==> src/rtl/pcb_pkg.sv <==
package pcb_pkg;

  typedef enum logic [3:0] {
    RA_BUILD    = 4'd0,
    RA_INDEX    = 4'd1,
    RA_CTRL     = 4'd2,
    RA_CFG      = 4'd3,
    RA_CNT_LO   = 4'd4,
    RA_CNT_HI   = 4'd5,
    RA_SNAP_LO  = 4'd6,
    RA_SNAP_HI  = 4'd7,
    RA_THR_LO   = 4'd8,
    RA_THR_HI   = 4'd9,
    RA_INT_EN   = 4'd10,
    RA_INT_ACT  = 4'd11
  } reg_addr_e;

  localparam int CFG_KERN_BIT = 30;
  localparam int CFG_USER_BIT = 31;
  localparam int CTRL_RUN_BIT = 0;
  localparam int CTRL_SNAP_BIT = 1;

  function automatic int ctr_width(input int size_code);
    return 32 + 16 * size_code;
  endfunction

  function automatic logic [63:0] width_mask(input int w);
    if (w >= 64) return '1;
    return (64'd1 << w) - 64'd1;
  endfunction

  function automatic logic [63:0] count_step(input logic [63:0] cnt, input int w);
    return (cnt + 64'd1) & width_mask(w);
  endfunction

  function automatic logic qual_ok(input logic kern_only, input logic user_only,
                                   input logic priv_user);
    logic ok;
    unique case ({user_only, kern_only})
      2'b00:   ok = 1'b1;
      2'b01:   ok = ~priv_user;
      2'b10:   ok = priv_user;
      default: ok = 1'b0;
    endcase
    return ok;
  endfunction

  function automatic logic [31:0] build_word(input int n_ctrs, input int size_code);
    logic [31:0] w;
    w        = '0;
    w[0]     = 1'b1;
    w[15:8]  = n_ctrs[7:0];
    w[16]    = 1'b1;
    w[19:18] = size_code[1:0];
    return w;
  endfunction

endpackage

==> src/rtl/pcb_counter.sv <==
module pcb_counter
  import pcb_pkg::*;
#(
  parameter int NUM_COND = 16,
  parameter int CIDX_W   = 4,
  parameter int CTR_W    = 32
) (
  input  logic                clk,
  input  logic                rst_n,
  input  logic                run,
  input  logic [NUM_COND-1:0] cond_in,
  input  logic                priv_user,
  input  logic                wr_cfg,
  input  logic                wr_cnt_lo,
  input  logic                wr_cnt_hi,
  input  logic                wr_thr_lo,
  input  logic                wr_thr_hi,
  input  logic [31:0]         wdata,
  output logic [31:0]         cfg_o,
  output logic [63:0]         cnt_o,
  output logic [63:0]         thr_o,
  output logic                inc_o,
  output logic                hit_o
);

  localparam logic [63:0] MASK = width_mask(CTR_W);

  logic [CIDX_W-1:0] cidx_q;
  logic              kern_q;
  logic              user_q;
  logic [63:0]       cnt_q;
  logic [63:0]       thr_q;
  logic              cond_sel;
  logic [63:0]       cnt_next;
  logic              cnt_wr;

  always_comb begin
    cond_sel = 1'b0;
    if (int'(cidx_q) < NUM_COND) cond_sel = cond_in[cidx_q];
  end

  assign inc_o    = run && (cidx_q != '0) && cond_sel && qual_ok(kern_q, user_q, priv_user);
  assign cnt_next = count_step(cnt_q, CTR_W);
  assign cnt_wr   = wr_cnt_lo || wr_cnt_hi;
  assign hit_o    = inc_o && !cnt_wr && (cnt_next == thr_q);

  always_ff @(posedge clk) begin
    if (!rst_n) begin
      cidx_q <= '0;
      kern_q <= 1'b0;
      user_q <= 1'b0;
    end else if (wr_cfg) begin
      cidx_q <= wdata[CIDX_W-1:0];
      kern_q <= wdata[CFG_KERN_BIT];
      user_q <= wdata[CFG_USER_BIT];
    end
  end

  always_ff @(posedge clk) begin
    if (!rst_n) begin
      cnt_q <= '0;
    end else if (wr_cnt_lo) begin
      cnt_q <= {cnt_q[63:32], wdata} & MASK;
    end else if (wr_cnt_hi) begin
      cnt_q <= {wdata, cnt_q[31:0]} & MASK;
    end else if (inc_o) begin
      cnt_q <= cnt_next;
    end
  end

  always_ff @(posedge clk) begin
    if (!rst_n) begin
      thr_q <= '0;
    end else if (wr_thr_lo) begin
      thr_q <= {thr_q[63:32], wdata};
    end else if (wr_thr_hi) begin
      thr_q <= {wdata, thr_q[31:0]};
    end
  end

  always_comb begin
    cfg_o = '0;
    cfg_o[CIDX_W-1:0]   = cidx_q;
    cfg_o[CFG_KERN_BIT] = kern_q;
    cfg_o[CFG_USER_BIT] = user_q;
  end

  assign cnt_o = cnt_q;
  assign thr_o = thr_q;

endmodule

==> src/rtl/pcb_irq.sv <==
module pcb_irq #(
  parameter int NUM_CTRS = 8
) (
  input  logic                clk,
  input  logic                rst_n,
  input  logic [NUM_CTRS-1:0] hit,
  input  logic                wr_en,
  input  logic                wr_clr,
  input  logic [NUM_CTRS-1:0] wdata,
  output logic [NUM_CTRS-1:0] int_en,
  output logic [NUM_CTRS-1:0] int_act,
  output logic                irq
);

  logic [NUM_CTRS-1:0] clr_mask;

  assign clr_mask = wr_clr ? wdata : '0;

  always_ff @(posedge clk) begin
    if (!rst_n) begin
      int_act <= '0;
    end else begin
      int_act <= (int_act & ~clr_mask) | hit;
    end
  end

  always_ff @(posedge clk) begin
    if (!rst_n) begin
      int_en <= '0;
    end else if (wr_en) begin
      int_en <= wdata;
    end else begin
      int_en <= int_en & ~clr_mask;
    end
  end

  assign irq = |(int_act & int_en);

endmodule

==> src/rtl/perf_counter_bank.sv <==
module perf_counter_bank
  import pcb_pkg::*;
#(
  parameter int NUM_CTRS  = 8,
  parameter int NUM_COND  = 16,
  parameter int SIZE_CODE = 0
) (
  input  logic                clk,
  input  logic                rst_n,
  input  logic                reg_we,
  input  logic [3:0]          reg_addr,
  input  logic [31:0]         reg_wdata,
  output logic [31:0]         reg_rdata,
  input  logic [NUM_COND-1:0] cond_in,
  input  logic                priv_user,
  output logic                irq
);

  localparam int          CTR_W   = ctr_width(SIZE_CODE);
  localparam int          IW      = (NUM_CTRS > 1) ? $clog2(NUM_CTRS) : 1;
  localparam int          CIDX_W  = (NUM_COND > 1) ? $clog2(NUM_COND) : 1;
  localparam logic [31:0] BUILD_W = build_word(NUM_CTRS, SIZE_CODE);

  // register state
  logic [IW-1:0] idx_q;
  logic          run_q;
  logic [15:0]   ctrl_hi_q;
  logic [63:0]   snap_q;

  // per-counter views
  logic [31:0] cfg_vec [NUM_CTRS];
  logic [63:0] cnt_vec [NUM_CTRS];
  logic [63:0] thr_vec [NUM_CTRS];

  // named internal events
  logic [NUM_CTRS-1:0] ctr_inc;
  logic [NUM_CTRS-1:0] thr_hit;
  logic [NUM_CTRS-1:0] int_en;
  logic [NUM_CTRS-1:0] int_act;
  logic                idx_wr;
  logic                ctrl_wr;
  logic                snap_cmd;
  logic                cnt_wr_sel;
  logic [31:0]         sel_cfg;
  logic [63:0]         sel_cnt;
  logic [63:0]         sel_thr;
  logic                sel_inc;
  logic [IW-1:0]       idx_wdata;

  assign idx_wr     = reg_we && (reg_addr == RA_INDEX);
  assign ctrl_wr    = reg_we && (reg_addr == RA_CTRL);
  assign snap_cmd   = ctrl_wr && reg_wdata[CTRL_SNAP_BIT];
  assign cnt_wr_sel = reg_we && ((reg_addr == RA_CNT_LO) || (reg_addr == RA_CNT_HI));
  assign idx_wdata  = reg_wdata[IW-1:0];

  assign sel_cfg = cfg_vec[idx_q];
  assign sel_cnt = cnt_vec[idx_q];
  assign sel_thr = thr_vec[idx_q];
  assign sel_inc = ctr_inc[idx_q];

  always_ff @(posedge clk) begin
    if (!rst_n) begin
      idx_q <= '0;
    end else if (idx_wr && (int'(idx_wdata) < NUM_CTRS)) begin
      idx_q <= idx_wdata;
    end
  end

  always_ff @(posedge clk) begin
    if (!rst_n) begin
      run_q     <= 1'b0;
      ctrl_hi_q <= '0;
    end else if (ctrl_wr) begin
      run_q     <= reg_wdata[CTRL_RUN_BIT];
      ctrl_hi_q <= reg_wdata[31:16];
    end
  end

  always_ff @(posedge clk) begin
    if (!rst_n) begin
      snap_q <= '0;
    end else if (snap_cmd) begin
      snap_q <= sel_cnt;
    end
  end

  for (genvar g = 0; g < NUM_CTRS; g++) begin : g_ctr
    logic here;
    assign here = (int'(idx_q) == g);

    pcb_counter #(
      .NUM_COND (NUM_COND),
      .CIDX_W   (CIDX_W),
      .CTR_W    (CTR_W)
    ) u_ctr (
      .clk       (clk),
      .rst_n     (rst_n),
      .run       (run_q),
      .cond_in   (cond_in),
      .priv_user (priv_user),
      .wr_cfg    (here && reg_we && (reg_addr == RA_CFG)),
      .wr_cnt_lo (here && reg_we && (reg_addr == RA_CNT_LO)),
      .wr_cnt_hi (here && reg_we && (reg_addr == RA_CNT_HI)),
      .wr_thr_lo (here && reg_we && (reg_addr == RA_THR_LO)),
      .wr_thr_hi (here && reg_we && (reg_addr == RA_THR_HI)),
      .wdata     (reg_wdata),
      .cfg_o     (cfg_vec[g]),
      .cnt_o     (cnt_vec[g]),
      .thr_o     (thr_vec[g]),
      .inc_o     (ctr_inc[g]),
      .hit_o     (thr_hit[g])
    );
  end

  pcb_irq #(
    .NUM_CTRS (NUM_CTRS)
  ) u_irq (
    .clk     (clk),
    .rst_n   (rst_n),
    .hit     (thr_hit),
    .wr_en   (reg_we && (reg_addr == RA_INT_EN)),
    .wr_clr  (reg_we && (reg_addr == RA_INT_ACT)),
    .wdata   (reg_wdata[NUM_CTRS-1:0]),
    .int_en  (int_en),
    .int_act (int_act),
    .irq     (irq)
  );

  always_comb begin
    reg_rdata = '0;
    unique case (reg_addr)
      RA_BUILD:   reg_rdata = BUILD_W;
      RA_INDEX:   reg_rdata[IW-1:0] = idx_q;
      RA_CTRL:    reg_rdata = {ctrl_hi_q, 15'd0, run_q};
      RA_CFG:     reg_rdata = sel_cfg;
      RA_CNT_LO:  reg_rdata = sel_cnt[31:0];
      RA_CNT_HI:  reg_rdata = sel_cnt[63:32];
      RA_SNAP_LO: reg_rdata = snap_q[31:0];
      RA_SNAP_HI: reg_rdata = snap_q[63:32];
      RA_THR_LO:  reg_rdata = sel_thr[31:0];
      RA_THR_HI:  reg_rdata = sel_thr[63:32];
      RA_INT_EN:  reg_rdata[NUM_CTRS-1:0] = int_en;
      RA_INT_ACT: reg_rdata[NUM_CTRS-1:0] = int_act;
      default:    reg_rdata = '0;
    endcase
  end

endmodule

==> config.mk <==
export PLATFORM = sky130hd
export DESIGN_NAME = perf_counter_bank
export DESIGN_NICKNAME = d
export VERILOG_FILES = /design/src/rtl/pcb_pkg.sv /design/src/rtl/pcb_counter.sv /design/src/rtl/pcb_irq.sv /design/src/rtl/perf_counter_bank.sv
export SDC_FILE = /design/constraint.sdc
export NUM_CORES = 2
export LEC_CHECK = 0
export ABC_CLOCK_PERIOD_IN_PS = 2840
export BUFFER_PORTS_ARGS = -buffer_cell sky130_fd_sc_hd__buf_4
export CAP_MARGIN = 5
export CORE_MARGIN = 1.5
export CORE_UTILIZATION = 31
export CTS_BUF_LIST = sky130_fd_sc_hd__clkbuf_4
export CTS_CLUSTER_SIZE = 8
export DETAILED_ROUTE_END_ITERATION = 8
export GPL_ROUTABILITY_DRIVEN = 0
export SLEW_MARGIN = 40
export SYNTH_ARGS = -nofsm -noshare
export SYNTH_HDL_FRONTEND = slang
export SYNTH_HIERARCHICAL = 1
export SYNTH_SLANG_ARGS = --single-unit
==> constraint.sdc <==
create_clock -name clk -period 2.84 [get_ports clk]
set_input_delay 0.284 -clock clk [delete_from_list [all_inputs] [get_ports clk]]
set_output_delay 0.284 -clock clk [all_outputs]
set_load 0.01 [all_outputs]
==> flow_summary.json <==
{
  "grt_usage_pct": 25.7,
  "r2r-end": "u_irq/int_act[0]",
  "drt-pass1-iter-count": 9,
  "violations": "negative setup slack",
  "final_common_cell": "dfxtp_1",
  "peakVddDrop_v": 0.000300,
  "postSynthAreaPerCell_um2": 9.00,
  "ant_nets": 0,
  "drt_iter0_markers": 9044,
  "powerDensity_nw_per_um2": 367,
  "grt_max_degree": 170,
  "whs_endpoint": "u_irq/int_en[2]",
  "place_ws_ns": -0.548,
  "seqCellArea_um2": 18400,
  "die_w_um": 455,
  "fillers": 20400,
  "rrSetupSlack_ns": -0.14,
  "wl_mm": 280,
  "ioPinCount": 89,
  "post-route-period-util_pct": 143,
  "cp.arrival_ns": 3.78,
  "hold_start": "reg_addr[0]",
  "hold_path.class": "in -> reg",
  "antenna_found_initial": 28,
  "cts_num_sinks": 916,
  "report.final.hold_viol_count": 0,
  "post-dp-hpwl_mm": 202,
  "grt_pass1_wl_mm": 395,
  "htreeDepth": 5,
  "required_ns": 2.56,
  "numCtsBuffers": 288,
  "clockBufferDepth": 4,
  "remaining_drc_errors": 0,
  "core_area_um2": 203000,
  "worstSetupPathType": "reg -> out",
  "grt_pass1_vias": 56700,
  "fmax_mhz": 246,
  "period_needed_ns": 4.06,
  "critical_path.startpoint": "idx_q[0]",
  "placementRows": 165,
  "multi_input_area_um2": 41800,
  "final.setup_skew_ns": 0.140,
  "fin_ws_ns": -1.22,
  "insertion_delay_ns": 1.32,
  "vias_per_cell": 5.66,
  "rsz0062_at_grt": "yes",
  "hold_depth": 6,
  "power.total_mw": 28.1,
  "die_area_um2": 207000,
  "reg2reg_from": "g_ctr[0].u_ctr/cnt_o[14]",
  "slew_violations": 0,
  "clkTransAtPathRegs_ns": 0.07,
  "grt_overflow": 0,
  "status": "finished, violations left",
  "worstPathMaxFanout": 7,
  "max_slew_margin_pct": 35.6,
  "p_leak_nw": 27.9,
  "final_cell_mix": "dfxtp_1 (884), nand2_1 (864), buf_4 (820)",
  "start_kind": "flop",
  "netlist_instances": 7051,
  "end_kind": "primary output",
  "start_util_pct": 31.3,
  "drv_cap": 0,
  "setup_violations": 35,
  "syn_area_um2": 63400,
  "root_buffer": "clkbuf_4",
  "die_y_um": 455,
  "worstMarginPinSlew_ns": 0.960,
  "synthToLayoutAreaGrowth_pct": 20.9,
  "layout.nets": 7856,
  "r2r_cells": 9,
  "wl_per_cell_um": 26.3,
  "io_buffers": 88,
  "via_count": 60300,
  "cts_tree": "done",
  "drive_above_1_share_pct": 27.1,
  "yosysWarningCount": 6
}
how the worst max path moves through the flow:
| stage | end | slack, ns | cells after the start |
|---|---|---|---|
| 2_1_floorplan | u_irq/int_act[3] | 0.08 | 15 |
| 3_3_place_gp | u_irq/int_act[1] | -0.55 | 14 |
| 3_5_place_dp | u_irq/int_act[0] | -0.55 | 15 |
| 4_1_cts | reg_rdata[31] | -1.27 | 10 |
| 5_1_grt | reg_rdata[16] | -1.23 | 10 |
| 6_report | reg_rdata[16] | -1.22 | 10 |
registers in the layout, indices dropped and copies added, names as in the netlist:
signal / flops
ctrl_hi_q: 16
g_ctr.u_ctr/cidx_q: 32
g_ctr.u_ctr/cnt_o: 256
g_ctr.u_ctr/kern_q: 8
g_ctr.u_ctr/thr_o: 512
g_ctr.u_ctr/user_q: 8
idx_q: 3
run_q: 1
snap_q: 64
u_irq/int_act: 8
u_irq/int_en: 8
worst max-delay path, cell delays in order (launching register included):
cell,delay (ns)
dfxtp_4,0.36
buf_12,0.13
buf_8,0.13
buf_12,0.14
mux4_2,0.68
mux2i_4,0.28
buf_6,0.15
o22ai_2,0.05
nor2_1,0.11
o211ai_1,0.22
buf_4,0.22
report_power, final:
group / switching (mW) / leakage, nW / internal (mW) / total [mW]
Combinational: 1.43 / 18.5 / 0.874 / 2.30
Clock: 6.27 / 1.99 / 6.61 / 12.9
Sequential: 0.0480 / 7.40 / 12.9 / 12.9
Total: 7.75 / 27.9 / 20.4 / 28.1
per-layer routing:
layer / vias to the layer above / global-route usage (%) / wire, um
li1: 25900 / - / -
met1: 29100 / 31.9 / 103000
met2: 4165 / 38.1 / 117000
met3: 1069 / 6.61 / 34200
met4: 18 / 19.6 / 25400
met5: - / 0 / 108
stage by stage:
stage / area [um2] / hold WS, ns / setup TNS [ns] / utilization, % / instances
6_report: 76700 / 0.0285 / -36.05 / 37.8 / 10600
5_1_grt: 76700 / 0.0343 / -37.24 / 37.8 / 10600
4_1_cts: 75400 / 0.0119 / -38.03 / 37.2 / 10600
3_5_place_dp: 69600 / 0.458 / -3.91 / 34.3 / 9998
3_3_place_gp: 69600 / 0.453 / -3.81 / 34.3 / 9998
2_1_floorplan: 65200 / 0.414 / 0 / - / 7507
repair_timing:
item / in CTS / in global routing
hold buffers: 44 / 0
pin swaps: 75 / 92
resized for setup: 255 / 187
setup buffers: 70 / 55
endpoints found under the hold margin: 916 / 0
setup endpoints to repair: 41 / 90
cloned: 12 / 4
cell type report:
class / count / share of cell area [%]
Multi-Input combinational cell: 5512 / 54.5
Sequential cell: 916 / 24.0
Timing Repair Buffer: 1050 / 12.7
Tap cell: 2672 / 4.36
Clock buffer: 408 / 3.99
Clock inverter: 50 / 0.287
Inverter: 20 / 0.132
Antenna cell: 11 / 0.0359
No activity file was read; power rests on OpenSTA's default activity.
